==> config.mk <==
export PLATFORM = sky130hd
export DESIGN_NAME = tx_chan_cond
export DESIGN_NICKNAME = d
export VERILOG_FILES = /design/src/rtl/tcc_pkg.sv /design/src/rtl/tcc_regfile.sv /design/src/rtl/tcc_mw_phase.sv /design/src/rtl/tcc_prbs.sv /design/src/rtl/tx_chan_cond.sv
export SDC_FILE = /design/constraint.sdc
export NUM_CORES = 1
export LEC_CHECK = 0
export BUFFER_PORTS_ARGS = -buffer_cell sky130_fd_sc_hd__buf_2
export CORE_AREA = 2 2 217 219
export DETAILED_ROUTE_END_ITERATION = 16
export DIE_AREA = 0 0 219 221
export PLACE_DENSITY_LB_ADDON = 0.05
export SETUP_SLACK_MARGIN = 0.05
export SYNTH_ARGS = -nofsm -noshare
export SYNTH_HDL_FRONTEND = slang
export SYNTH_SLANG_ARGS = --single-unit
==> constraint.sdc <==
create_clock -name clk -period 10.4 [get_ports clk]
set_clock_uncertainty 0.05 [all_clocks]
set_input_delay 0.52 -clock clk [delete_from_list [all_inputs] [get_ports clk]]
set_output_delay 0.52 -clock clk [all_outputs]
set_load 0.02 [all_outputs]
==> src/rtl/tcc_pkg.sv <==
package tcc_pkg;

  typedef enum logic [3:0] {
    C_PASS    = 4'h0, C_INV_ALL = 4'h1, C_INV_EVN = 4'h2, C_INV_ODD = 4'h3,
    C_USER    = 4'h4, C_BUSY    = 4'h5, C_VACANT  = 4'h6, C_BUSY_TS = 4'h7,
    C_MOOF    = 4'h8, C_MW_A    = 4'h9, C_MW_MU   = 4'hA, C_INV_MSB = 4'hB,
    C_INV_LOW = 4'hC, C_PRBS    = 4'hD, C_PASS2   = 4'hE, C_DE      = 4'hF
  } cond_code_e;

  typedef struct packed {
    logic [14:0] st;
    logic [7:0]  oct;
  } p15_res_t;

  typedef struct packed {
    logic [19:0] st;
    logic [3:0]  zrun;
    logic [7:0]  oct;
  } qr_res_t;

  function automatic p15_res_t p15_step8(input logic [14:0] s_in);
    p15_res_t r;
    logic b;
    r.st = s_in;
    r.oct = '0;
    for (int i = 7; i >= 0; i--) begin
      b = r.st[14] ^ r.st[13];
      r.st = {r.st[13:0], b};
      r.oct[i] = b;
    end
    return r;
  endfunction

  function automatic qr_res_t qr_step8(input logic [19:0] s_in, input logic [3:0] z_in);
    qr_res_t r;
    logic b;
    r.st = s_in;
    r.zrun = z_in;
    r.oct = '0;
    for (int i = 7; i >= 0; i--) begin
      b = r.st[19] ^ r.st[16];
      r.st = {r.st[18:0], b};
      if (b) r.zrun = 4'd0;
      else if (r.zrun != 4'hF) r.zrun = r.zrun + 4'd1;
      r.oct[i] = b | (r.zrun == 4'hF);
    end
    return r;
  endfunction

  function automatic logic [7:0] mw_octet(input logic alaw, input logic [2:0] ph);
    logic [6:0] mag;
    if (alaw) mag = (ph[1:0] == 2'd0 || ph[1:0] == 2'd3) ? 7'h34 : 7'h21;
    else      mag = (ph[1:0] == 2'd0 || ph[1:0] == 2'd3) ? 7'h1E : 7'h0B;
    return {ph[2], mag};
  endfunction

endpackage

==> src/rtl/tcc_regfile.sv <==
module tcc_regfile #(
  parameter int unsigned NUM_TS = 24,
  parameter int unsigned ADDR_W = 10,
  parameter int unsigned TS_W   = 5,
  parameter logic [ADDR_W-1:0] CODE_BASE = 'h300,
  parameter logic [ADDR_W-1:0] USER_BASE = 'h320
) (
  input  logic              clk,
  input  logic              rst_n,
  input  logic              we,
  input  logic [ADDR_W-1:0] addr,
  input  logic [7:0]        wdata,
  output logic [7:0]        rdata,
  input  logic [TS_W-1:0]   lk_ts,
  output logic [3:0]        lk_code,
  output logic [7:0]        lk_user
);
  localparam logic [ADDR_W-1:0] SPAN = ADDR_W'(NUM_TS);

  logic [3:0] code_q [NUM_TS];
  logic [7:0] user_q [NUM_TS];

  logic [ADDR_W-1:0] code_off, user_off;
  logic code_hit, user_hit, lk_in_range;

  assign code_off = addr - CODE_BASE;
  assign user_off = addr - USER_BASE;
  assign code_hit = (addr >= CODE_BASE) && (code_off < SPAN);
  assign user_hit = (addr >= USER_BASE) && (user_off < SPAN);
  assign lk_in_range = (lk_ts < TS_W'(NUM_TS));

  always_ff @(posedge clk) begin
    if (!rst_n) begin
      for (int i = 0; i < NUM_TS; i++) begin
        code_q[i] <= '0;
        user_q[i] <= '0;
      end
    end else if (we) begin
      if (code_hit) code_q[TS_W'(code_off)] <= wdata[3:0];
      if (user_hit) user_q[TS_W'(user_off)] <= wdata;
    end
  end

  always_comb begin
    rdata = 8'h00;
    if (code_hit)      rdata = {4'h0, code_q[TS_W'(code_off)]};
    else if (user_hit) rdata = user_q[TS_W'(user_off)];
  end

  assign lk_code = lk_in_range ? code_q[lk_ts] : 4'h0;
  assign lk_user = lk_in_range ? user_q[lk_ts] : 8'h00;

endmodule

==> src/rtl/tcc_mw_phase.sv <==
module tcc_mw_phase #(
  parameter int unsigned PH_W = 3
) (
  input  logic            clk,
  input  logic            rst_n,
  input  logic            take,
  output logic [PH_W-1:0] phase
);
  always_ff @(posedge clk) begin
    if (!rst_n)    phase <= '0;
    else if (take) phase <= phase + PH_W'(1);
  end

  AST_MW_PHASE_STEP: assert property (@(posedge clk) disable iff (!rst_n)
    take |=> phase == $past(phase) + PH_W'(1));
  AST_MW_PHASE_HOLD: assert property (@(posedge clk) disable iff (!rst_n)
    !take |=> $stable(phase));
endmodule

==> src/rtl/tcc_prbs.sv <==
module tcc_prbs (
  input  logic       clk,
  input  logic       rst_n,
  input  logic       take,
  input  logic       sel_qrts,
  output logic [7:0] octet
);
  import tcc_pkg::*;

  logic [14:0] p15_q;
  logic [19:0] qr_q;
  logic [3:0]  zrun_q;
  p15_res_t    p15_n;
  qr_res_t     qr_n;

  assign p15_n = p15_step8(p15_q);
  assign qr_n  = qr_step8(qr_q, zrun_q);
  assign octet = sel_qrts ? qr_n.oct : p15_n.oct;

  always_ff @(posedge clk) begin
    if (!rst_n) begin
      p15_q  <= '1;
      qr_q   <= '1;
      zrun_q <= '0;
    end else if (take) begin
      p15_q  <= p15_n.st;
      qr_q   <= qr_n.st;
      zrun_q <= qr_n.zrun;
    end
  end

  AST_PRBS_HOLD: assert property (@(posedge clk) disable iff (!rst_n)
    !take |=> $stable(p15_q) && $stable(qr_q));
  AST_PRBS_LIVE: assert property (@(posedge clk) disable iff (!rst_n)
    (p15_q != '0) && (qr_q != '0));
endmodule

==> src/rtl/tx_chan_cond.sv <==
module tx_chan_cond #(
  parameter int unsigned NUM_TS = 24,
  parameter int unsigned ADDR_W = 10,
  parameter int unsigned TS_W   = 5
) (
  input  logic              clk,
  input  logic              rst_n,
  input  logic              reg_we,
  input  logic [ADDR_W-1:0] reg_addr,
  input  logic [7:0]        reg_wdata,
  output logic [7:0]        reg_rdata,
  input  logic              prbs_qrts,
  input  logic              in_valid,
  input  logic [TS_W-1:0]   in_ts,
  input  logic [7:0]        in_octet,
  input  logic [7:0]        de_octet,
  output logic              out_valid,
  output logic [7:0]        out_octet
);
  import tcc_pkg::*;

  localparam int unsigned PH_W = 3;

  logic [3:0]      lk_code;
  logic [7:0]      lk_user;
  cond_code_e      code;
  logic [PH_W-1:0] mw_ph;
  logic [7:0]      prbs_oct;
  logic            mw_take, prbs_take;
  logic [7:0]      cond_oct;
  logic [4:0]      ts5;

  tcc_regfile #(.NUM_TS(NUM_TS), .ADDR_W(ADDR_W), .TS_W(TS_W)) u_regs (
    .clk(clk), .rst_n(rst_n), .we(reg_we), .addr(reg_addr), .wdata(reg_wdata),
    .rdata(reg_rdata), .lk_ts(in_ts), .lk_code(lk_code), .lk_user(lk_user)
  );

  assign code      = cond_code_e'(lk_code);
  assign mw_take   = in_valid && (code == C_MW_A || code == C_MW_MU);
  assign prbs_take = in_valid && (code == C_PRBS);
  assign ts5       = 5'(in_ts);

  tcc_mw_phase #(.PH_W(PH_W)) u_mw (
    .clk(clk), .rst_n(rst_n), .take(mw_take), .phase(mw_ph)
  );

  tcc_prbs u_prbs (
    .clk(clk), .rst_n(rst_n), .take(prbs_take), .sel_qrts(prbs_qrts), .octet(prbs_oct)
  );

  always_comb begin
    unique case (code)
      C_INV_ALL: cond_oct = in_octet ^ 8'hFF;
      C_INV_EVN: cond_oct = in_octet ^ 8'hAA;
      C_INV_ODD: cond_oct = in_octet ^ 8'h55;
      C_USER:    cond_oct = lk_user;
      C_BUSY:    cond_oct = 8'h7F;
      C_VACANT:  cond_oct = 8'hFF;
      C_BUSY_TS: cond_oct = {3'b111, ts5};
      C_MOOF:    cond_oct = 8'h1A;
      C_MW_A:    cond_oct = mw_octet(1'b1, mw_ph);
      C_MW_MU:   cond_oct = mw_octet(1'b0, mw_ph);
      C_INV_MSB: cond_oct = in_octet ^ 8'h80;
      C_INV_LOW: cond_oct = in_octet ^ 8'h7F;
      C_PRBS:    cond_oct = prbs_oct;
      C_DE:      cond_oct = de_octet;
      default:   cond_oct = in_octet;
    endcase
  end

  always_ff @(posedge clk) begin
    if (!rst_n) begin
      out_valid <= 1'b0;
      out_octet <= 8'h00;
    end else begin
      out_valid <= in_valid;
      if (in_valid) out_octet <= cond_oct;
    end
  end

  AST_VALID_ONE_CYCLE: assert property (@(posedge clk) disable iff (!rst_n)
    in_valid |=> out_valid);
  AST_NO_SPURIOUS_VALID: assert property (@(posedge clk) disable iff (!rst_n)
    !in_valid |=> !out_valid);
  AST_PASS_UNCHANGED: assert property (@(posedge clk) disable iff (!rst_n)
    (in_valid && (lk_code == 4'h0 || lk_code == 4'hE)) |=> out_octet == $past(in_octet));
  AST_VACANT_CODE: assert property (@(posedge clk) disable iff (!rst_n)
    (in_valid && lk_code == 4'h6) |=> out_octet == 8'hFF);
  AST_BUSY_TS_CODE: assert property (@(posedge clk) disable iff (!rst_n)
    (in_valid && lk_code == 4'h7) |=> out_octet == {3'b111, $past(ts5)});

endmodule

==> run_results.csv, run 1 <==
group,metric,value,unit
outcome,status,"finished clean",
critical_path,worstPathRequired,10830,ps
critical_path,crit_slowest_cell,"dfxtp_1",
placement,io_buffers,60,
yosys,synthFlopType,"edfxtp_1",
clock_tree,clk_path_buf_depth,3,
yosys,yosys.area.top_type,"edfxtp_1",
job,drv_cap,0,
clock_tree,clkLatencyLatePin,590,ps
critical_path,rr_endpoint,"out_octet[0]",
clock_tree,cts_sinks,423,
die,die_y,221,um
power_and_ir_drop,internal_power,0.003106,W
global_routing,grt_use_total,25.95,%
power_and_ir_drop,irDropWorstVdd,0.1395,mV
hold_path,whs_endpoint,"out_octet[4]",
yosys,synth_edf_count,372,
critical_path,max_stage_delay,450,ps
yosys,syn_area,22890,um2
global_routing,antenna_found_initial,0,
yosys,synth_cell_types,78,
detailed_routing,vias,15110,
power_and_ir_drop,power_leakage,9.028,nW
power_and_ir_drop,seq_power_share,47.0,%
power_and_ir_drop,clkPwrFrac,37.1,%
yosys,synthArstFlopShare,0,%
sta,tns,0,ps
cells_and_area,final_core_util,55.34,%
sta,fin_crit_sh,90.65,%
critical_path,rrSetupSlack,970,ps
sta,period_needed,9427,ps
die,dieArea,48400,um2
yosys,synth_area_per_cell,13.04,um2
yosys,netlist_top_cells_area,"edfxtp_1 (49%), mux4_2 (18%), and2_1 (8.1%)",
sta,slew_violations,0,
sta,worstMarginPinSlew,1122,ps
sta,hold_violations,0,
detailed_routing,vias_per_cell,6.069,
power_and_ir_drop,p_sw_share,26.38,%
critical_path,rr_worst_depth,41,
global_routing,grt_max_degree,88,
hold_path,hold_path.class,"input pin to flip-flop",
cells_and_area,diodes,0,
cells_and_area,layout_common_cells,"edfxtp_1 (372), and2_1 (298), mux4_2 (179)",
die,core_area,46060,um2
hold_path,hp-start,"in_octet[4]",
critical_path,r2r_start,"u_prbs.zrun_q[0]",
clock_tree,htree_levels,2,
critical_path,worst-path-buf-inv,4,
clock_tree,cts_tree,"yes",
cells_and_area,nets,1905,
die,row_count,79,
die,fp.dieW,219,um
critical_path,path_class,"flip-flop to flip-flop",
clock_tree,ctsHoldBuffers,0,
cells_and_area,final_common_cell,"edfxtp_1",
critical_path,cp-start-kind,"flip-flop",
hold_path,holdPathStages,3,
sta,rsz0062_at_grt,"no",
critical_path,crit_path_frequent_cell,"ha_1",
placement,place_hpwl,41.64,mm
power_and_ir_drop,net-switching-power,0.001113,W
critical_path,crit_family,"simple AND/OR/NAND/NOR gates",
sta,slew_headroom,24.39,%
die,ioPinCount,61,
detailed_routing,dr.pass1.iters,5,
clock_tree,cts-root-buf,"clkbuf_16",
detailed_routing,drtIter0Drc,1564,
global_routing,grt_pass1_wl,93.61,mm
yosys,netlist_instances,1756,
yosys,ys_warn_count,0,
sta,finalSetupViolCount,0,
cells_and_area,syn2layout_area_growth,11.35,%
detailed_routing,drc,0,
clock_tree,clk_pin_slew,60,ps
yosys,ys_ff_latch,423,
global_routing,gr-total-overflow,0,
detailed_routing,wl_per_cell,24.86,um
detailed_routing,detail-route-antenna-nets,0,
power_and_ir_drop,power_frac_comb,15.9,%
critical_path,crit_path_end_kind,"flip-flop",
sta,fmax,106.1,MHz
critical_path,cp.arrival,9860,ps
power_and_ir_drop,powerDensity,165.5,nW/um2
die,start_util,49.70,%
detailed_routing,wirelength,61.89,mm
cells_and_area,nFillCells,3923,
global_routing,first_global_vias,14910,
cells_and_area,layout-drive-gt1-share,19.81,%
yosys,yosys.area.top_type_share,48.79,%
yosys,seq_area_frac_synth,53.25,%
critical_path,path_max_fanout,8,
clock_tree,numCtsBuffers,47,
placement,place.gp.congestion,0.8805,
cells in the mapped netlist (10+ instances only):
cell and instances:
a21oi_1 33, a22oi_1 13, a31oi_1 11, and2_1 298
buf_1 14, clkbuf_1 114, dfxtp_1 51, edfxtp_1 372
ha_1 10, inv_1 13, mux2i_1 27, mux4_2 179
nand2_1 141, nand3_1 39, nor2_1 99, nor3_1 10
o211ai_1 32, o21ai_0 96, o22ai_1 15, xnor2_1 25
power by group through the flow:
stage / clock network (W) / logic [W] / registers (W)
3_3_place_gp: 0 / 0.000653 / 0.00201
3_5_place_dp: 0 / 0.000661 / 0.00202
5_1_grt: 0.00167 / 0.000727 / 0.00199
2_1_floorplan: 0 / 0.000473 / 0.00200
4_1_cts: 0.00159 / 0.000663 / 0.00198
6_report: 0.00156 / 0.000672 / 0.00198
registers in the layout (all words and copies together) (netlist names):
name	count
u_regs.code_q	128
out_octet	8
u_regs.user_q	244
u_prbs.p15_q	15
u_mw.phase	3
out_valid	1
u_prbs.zrun_q	4
u_prbs.qr_q	20
worst max path at each step:
stage | start | slack [ps] | endpoint | cells after the start
floorplan | u_prbs.zrun_q[0] | 1860 | out_octet[0] | 42
finish | u_prbs.zrun_q[0] | 970 | out_octet[0] | 41
detailed placement | u_prbs.zrun_q[0] | 660 | out_octet[0] | 40
global placement | u_prbs.zrun_q[0] | 980 | out_octet[0] | 40
global route | u_prbs.zrun_q[0] | 80 | out_octet[0] | 41
CTS | u_prbs.zrun_q[0] | 600 | out_octet[0] | 40
layer usage:
metal | track usage (%) | part of all wire, % | vias to the layer above
met5 | 0 | 0 | -
met1 | 37.47 | 44 | 7678
met4 | 7.105 | 2.7 | 0
met3 | 3.931 | 6.2 | 91
li1 | - | - | 6812
met2 | 41.23 | 48 | 532
logic make-up (layout without fill, tap and decap cells):
| family | after synthesis | after routing | synth area share [%] |
|---|---|---|---|
| flip-flops | 423 | 423 | 53.25 |
| AO/OA/AOI/OAI | 281 | 281 | 8.204 |
| AND/OR/NAND/NOR | 641 | 641 | 14.85 |
| adder cells (fa/ha/maj) | 10 | 10 | 0.5465 |
| other | 1 | 84 | 0.01638 |
| buffers and inverters | 150 | 194 | 2.503 |
| XOR/XNOR | 35 | 35 | 1.372 |
| multiplexers | 215 | 215 | 19.25 |
what timing repair did:
item | CTS | global route
resized for setup | 0 | 6
buffers inserted | 0 | 2
hold endpoints to repair | 0 | 0
setup endpoints to repair | 0 | 6
tightest hold or removal path, stage by stage:
cell	delay, ps
buf_2	80
mux2_2	140
a31oi_1	70
cell type report:
| type | instances | area, um2 | share of cell area, % |
|---|---|---|---|
| clock buffer | 62 | 1285 | 5.041 |
| clock inverter | 19 | 126.4 | 0.4957 |
| inverter | 14 | 52.55 | 0.2061 |
| multi-input combinational | 1266 | 10470 | 41.07 |
| sequential | 423 | 12190 | 47.83 |
| tap | 607 | 759.5 | 2.979 |
| timing repair buffer | 99 | 606.8 | 2.380 |
through the flow:
step	cell area (um2)	power [W]	setup WS, ps	hold WS (ps)	instances
finish	25490	0.004219	972.7	234.9	2490
global route	25490	0.004386	82.81	224.4	2490
CTS	25450	0.004240	599.5	208.1	2488
detailed placement	24040	0.002679	660.4	406.3	2407
global placement	24040	0.002665	978.6	398.1	2407
floorplan	23200	0.002476	1860	385.2	1839
Power figures use the tool's default switching activity.
==> run 2, diff against run 1 <==
--- a/config.mk
+++ b/config.mk
@@ -5,10 +5,11 @@
 export SDC_FILE = /design/constraint.sdc
 export NUM_CORES = 1
 export LEC_CHECK = 0
-export BUFFER_PORTS_ARGS = -buffer_cell sky130_fd_sc_hd__buf_2
-export CORE_AREA = 2 2 217 219
+export BUFFER_PORTS_ARGS = -buffer_cell sky130_fd_sc_hd__buf_4
+export CORE_AREA = 2 2 243 245
 export DETAILED_ROUTE_END_ITERATION = 16
-export DIE_AREA = 0 0 219 221
+export DIE_AREA = 0 0 245 247
+export GPL_TIMING_DRIVEN = 1
 export PLACE_DENSITY_LB_ADDON = 0.05
 export SETUP_SLACK_MARGIN = 0.05
 export SYNTH_ARGS = -nofsm -noshare
==> run 2 against run 1 <==
  * Non-clock buffer count is 1 lower
  * Sequential share of layout area is 1.3 points lower
  * Final area is 2.8% higher
  * Core utilization is 10 points lower
  * Via count is 0.71% lower
==> run_results.csv, run 2 (same netlist as run 1, synthesis figures left out) <==
group,metric,value,unit
cells_and_area,nFillCells,5320,
detailed_routing,vias_per_cell,5.618,
clock_tree,cts_sinks,423,
detailed_routing,drtIter0Drc,1233,
detailed_routing,drc,0,
sta,period_needed,9522,ps
clock_tree,cts-root-buf,"clkbuf_16",
die,dieArea,60520,um2
critical_path,cp.arrival,9980,ps
cells_and_area,syn2layout_area_growth,14.49,%
die,core_area,58240,um2
sta,worstMarginPinSlew,1166,ps
sta,slew_violations,0,
cells_and_area,reg_top3,"u_regs.user_q (244), u_regs.code_q (128), u_prbs.qr_q (20)",
power_and_ir_drop,powerDensity,175.1,nW/um2
critical_path,rrSetupSlack,880,ps
die,ioPinCount,61,
placement,place_area,24370,um2
cells_and_area,diodes,0,
detailed_routing,dr.pass1.iters,5,
cells_and_area,regMostFlops,"u_regs.user_q",
sta,fin_crit_sh,91.55,%
critical_path,max_stage_delay,430,ps
sta,rsz0062_at_grt,"no",
cells_and_area,final_core_util,45.00,%
detailed_routing,detail-route-antenna-nets,0,
sta,hold_violations,0,
critical_path,path_max_fanout,8,
clock_tree,numCtsBuffers,52,
hold_path,hold_path.class,"input pin to flip-flop",
clock_tree,clk_pin_slew,60,ps
critical_path,crit_path_end_kind,"flip-flop",
die,row_count,89,
critical_path,crit_slowest_cell,"dfxtp_1",
sta,tns,0,ps
hold_path,hp-start,"in_octet[4]",
global_routing,first_global_vias,15010,
power_and_ir_drop,power_leakage,9.241,nW
global_routing,antenna_found_initial,1,
detailed_routing,vias,15010,
power_and_ir_drop,seq_power_share,43.2,%
sta,finalSetupViolCount,0,
placement,place_hpwl,45.55,mm
critical_path,worstPathRequired,10860,ps
outcome,status,"finished clean",
critical_path,r2r_start,"u_prbs.zrun_q[0]",
cells_and_area,nets,1909,
clock_tree,htree_levels,2,
power_and_ir_drop,internal_power,0.003399,W
power_and_ir_drop,clkPwrFrac,41.9,%
clock_tree,cts_tree,"yes",
global_routing,grt_use_total,22.91,%
global_routing,grt_pass1_wl,101.3,mm
cells_and_area,seq_area,12190,um2
cells_and_area,final_area,26210,um2
critical_path,path_class,"flip-flop to flip-flop",
detailed_routing,wirelength,68.25,mm
die,start_util,39.31,%
critical_path,cp-start-kind,"flip-flop",
die,fp.dieW,245,um
global_routing,gr-total-overflow,0,
hold_path,whs_endpoint,"out_octet[4]",
power_and_ir_drop,net-switching-power,0.001191,W
power_and_ir_drop,p_sw_share,25.94,%
global_routing,grt_max_degree,65,
critical_path,rr_endpoint,"out_octet[0]",
power_and_ir_drop,power_frac_comb,14.9,%
clock_tree,clkLatencyLatePin,600,ps
cells_and_area,multi_input_area,10460,um2
clock_tree,clk_path_buf_depth,3,
clock_tree,ctsHoldBuffers,0,
cells_and_area,final_common_cell,"edfxtp_1",
critical_path,crit_path_frequent_cell,"ha_1",
placement,io_buffers,60,
power_and_ir_drop,irDropWorstVdd,0.1472,mV
cells_and_area,layout-drive-gt1-share,20.55,%
job,drv_cap,0,
sta,slew_headroom,20.23,%
cells_and_area,largest_reg_flops,244,
cells_and_area,layout_common_cells,"edfxtp_1 (372), and2_1 (298), mux4_2 (179)",
placement,place.gp.congestion,0.7992,
sta,fin_ws,878.4,ps
detailed_routing,wl_per_cell,25.55,um
sta,fmax,105.0,MHz
die,die_y,247,um
placement,place_ws,681.6,ps
critical_path,rr_worst_depth,40,
hold_path,holdPathStages,3,
-- run 2: worst max-delay path, delay by kind of cell (launching register included) --
| kind | cells | cell delay (ps) |
|---|---|---|
| and+or+nand+nor | 13 | 2700 |
| AOI/OAI and AO/OA | 11 | 2450 |
| adders and majority gates | 8 | 2080 |
| muxes | 2 | 640 |
| xor gates and xnor gates | 2 | 590 |
| buffers and inverters | 4 | 480 |
| DFF | 1 | 430 |
-- run 2: timing repair --
action,in CTS,in global routing
endpoints found under the hold margin,0,0
endpoints found under the setup margin,0,4
setup buffers,0,3
resized for setup,0,3
-- run 2: layout make-up --
| cell class | count | area share, % |
|---|---|---|
| Clock inverter | 33 | 1.537 |
| Timing Repair Buffer | 98 | 2.821 |
| Sequential cell | 423 | 46.52 |
| Tap cell | 773 | 3.690 |
| Clock buffer | 64 | 5.347 |
| Multi-Input combinational cell | 1266 | 39.89 |
| Inverter | 14 | 0.2005 |
-- run 2: layer usage --
metal	track usage [%]	part of all wire [%]
met1	31.59	44
met2	38.69	49
met3	2.854	4.5
met4	5.416	2.3
met5	0	0
-- run 2: how the worst max path moves through the flow --
stage,cells past startpoint,slack (ps),from,to
2_1_floorplan,42,1860,u_prbs.zrun_q[0],out_octet[0]
3_3_place_gp,40,1000,u_prbs.zrun_q[0],out_octet[0]
3_5_place_dp,40,680,u_prbs.zrun_q[0],out_octet[0]
4_1_cts,40,620,u_prbs.zrun_q[0],out_octet[0]
5_1_grt,40,80,u_prbs.zrun_q[0],out_octet[0]
6_report,40,880,u_prbs.zrun_q[0],out_octet[0]
-- run 2: stage by stage --
stage	hold WS, ps	power (W)	std cells
after floorplan	385.2	0.002476	1839
after global routing	192.5	0.004774	2671
after CTS	174.0	0.004633	2668
final	212.8	0.004590	2671
after detailed placement	406.2	0.002700	2571
after global placement	394.3	0.002690	2571
-- run 2: power by group through the flow --
stage                     logic [W]  clock network (W)  registers, W
after floorplan            0.000473                  0       0.00200
after global placement     0.000677                  0       0.00201
after detailed placement   0.000682                  0       0.00202
after CTS                  0.000685            0.00196       0.00198
after global routing       0.000743            0.00204       0.00199
final                      0.000685            0.00192       0.00198
==> run 3, diff against run 2 <==
==> constraint.sdc (replaced) <==
create_clock -name clk -period 10.95 [get_ports clk]
set_clock_uncertainty 0.05 [all_clocks]
set_input_delay 0.5475 -clock clk [delete_from_list [all_inputs] [get_ports clk]]
set_output_delay 0.5475 -clock clk [all_outputs]
set_load 0.02 [all_outputs]
==> run 3 against run 2 <==
  * Flip-flop and latch count is the same
  * Largest cell class unchanged
  * Sequential power shrank 5%
  * First-iteration DRC count down 7.9%
  * Worst hold slack gained 33 ps
  * Final area decreased by 0.82%
  * Count of clock-buffer cells in the layout down 2
  * Core utilization is 0.37 points lower
  * Clock power down 12%
==> run_results.csv, run 3 (same netlist as run 1, synthesis figures left out) <==
group,metric,value,unit
sta,hold_violations,0,
placement,place_hpwl,45.57,mm
critical_path,crit_path_frequent_cell,"ha_1",
die,die_y,247,um
placement,io_buffers,60,
clock_tree,clkLatencyLatePin,600,ps
cells_and_area,syn2layout_area_growth,13.55,%
clock_tree,numCtsBuffers,51,
die,start_util,39.31,%
global_routing,first_global_vias,14990,
critical_path,max_stage_delay,470,ps
cells_and_area,reg_top3,"u_regs.user_q (244), u_regs.code_q (128), u_prbs.qr_q (20)",
critical_path,crit_slowest_cell,"a211oi_2",
detailed_routing,vias_per_cell,5.642,
hold_path,hp-start,"in_octet[4]",
power_and_ir_drop,powerDensity,162.0,nW/um2
global_routing,gr-total-overflow,0,
critical_path,cp-start-kind,"flip-flop",
critical_path,rr_worst_depth,40,
critical_path,rrSetupSlack,1050,ps
detailed_routing,drtIter0Drc,1136,
clock_tree,ctsHoldBuffers,0,
die,row_count,89,
power_and_ir_drop,power_leakage,9.151,nW
placement,dp.cells,2571,
cells_and_area,largest_reg_flops,244,
global_routing,grt_use_total,22.83,%
critical_path,r2r_start,"u_prbs.zrun_q[0]",
cells_and_area,regMostFlops,"u_regs.user_q",
cells_and_area,final_area,26000,um2
sta,period_needed,9903,ps
detailed_routing,dr.pass1.iters,7,
placement,place_area,24370,um2
detailed_routing,drc,0,
clock_tree,cts_tree,"yes",
sta,fmax,101.0,MHz
critical_path,path_max_fanout,8,
clock_tree,htree_levels,2,
hold_path,holdPathStages,3,
critical_path,crit_path_end_kind,"flip-flop",
detailed_routing,detail-route-antenna-nets,0,
die,dieArea,60520,um2
hold_path,hold_path.class,"input pin to flip-flop",
sta,tns,0,ps
critical_path,rr_endpoint,"out_octet[0]",
cells_and_area,final_common_cell,"edfxtp_1",
clock_tree,cts_resized,0,
critical_path,worstPathRequired,11410,ps
critical_path,cp.arrival,10360,ps
detailed_routing,wirelength,68.04,mm
sta,rsz0062_at_grt,"no",
detailed_routing,vias,15020,
detailed_routing,wl_per_cell,25.55,um
cells_and_area,fin_cells,2663,
sta,finalSetupViolCount,0,
global_routing,antenna_found_initial,0,
sta,slew_violations,0,
sta,fin_crit_sh,90.44,%
cells_and_area,nets,1905,
die,ioPinCount,61,
cells_and_area,layout_common_cells,"edfxtp_1 (372), and2_1 (298), mux4_2 (179)",
clock_tree,cts_sinks,423,
job,drv_cap,0,
clock_tree,clk_pin_slew,50,ps
clock_tree,cts_setup_buffers,0,
sta,slew_headroom,20.69,%
power_and_ir_drop,irDropWorstVdd,0.1095,mV
critical_path,crit_path_end,"out_octet[0]",
clock_tree,cts-root-buf,"clkbuf_16",
critical_path,startpoint,"u_prbs.zrun_q[0]",
clock_tree,clk_path_buf_depth,3,
placement,place.gp.congestion,0.7991,
cells_and_area,diodes,0,
global_routing,grt_max_degree,65,
die,core_area,58240,um2
die,fp.dieW,245,um
cells_and_area,layout-drive-gt1-share,20.05,%
critical_path,path_class,"flip-flop to flip-flop",
global_routing,grt_pass1_wl,101.0,mm
outcome,status,"finished clean",
sta,worstMarginPinSlew,1160,ps
-- run 3: worst min path at each step --
stage | slack (ps) | end
2_1_floorplan | 390 | u_prbs.qr_q[8]
3_3_place_gp | 390 | u_prbs.qr_q[8]
3_5_place_dp | 410 | u_prbs.qr_q[8]
4_1_cts | 210 | out_octet[4]
5_1_grt | 230 | out_octet[6]
6_report | 250 | out_octet[4]
-- run 3: final cells by class --
type,count,area [um2]
clock buffers,62,1339
clock inverters,30,289.0
fillers,5312,32240
inverters,14,52.55
multi-input cells,1266,10440
flip-flops and latches,423,12190
well taps,773,967.2
repair buffers,95,716.9
-- run 3: layer usage --
| metal | routed length (um) | global-route usage [%] | part of all wire [%] | vias to the layer above |
|---|---|---|---|---|
| li1 | - | - | - | 6815 |
| met1 | 29990 | 31.56 | 44 | 7747 |
| met2 | 33450 | 38.42 | 49 | 387 |
| met3 | 3267 | 3.028 | 4.8 | 75 |
| met4 | 1335 | 5.129 | 2.0 | 0 |
| met5 | 0 | 0 | 0 | - |
-- run 3: per-stage QoR --
| step | hold WS (ps) | total power (W) | setup WS [ps] | util, % |
|---|---|---|---|---|
| floorplan | 385.2 | 0.002351 | 2410 | - |
| global placement | 394.3 | 0.002555 | 1547 | 41.84 |
| detailed placement | 405.5 | 0.002565 | 1230 | 41.84 |
| CTS | 209.6 | 0.004253 | 1162 | 44.64 |
| global route | 226.8 | 0.004375 | 156.3 | 44.64 |
| finish | 246.0 | 0.004211 | 1047 | 44.64 |
-- run 3: report_power, final --
| part | switching (W) | total [W] | internal [W] |
|---|---|---|---|
| Sequential | 0.0000406 | 0.00188 | 0.00184 |
| Combinational | 0.000385 | 0.000651 | 0.000266 |
| Clock | 0.000691 | 0.00168 | 0.000985 |
| Total | 0.00112 | 0.00421 | 0.00309 |
-- run 3: worst max-delay path: cells and delay by family (launching register included) --
kind / cells / cell delay (ps)
AOI/OAI and AO/OA: 11 / 2420
xor gates and xnor gates: 2 / 560
and+or+nand+nor: 13 / 2970
adders and majority gates: 8 / 2210
DFF: 1 / 430
buffers and inverters: 4 / 510
muxes: 2 / 670
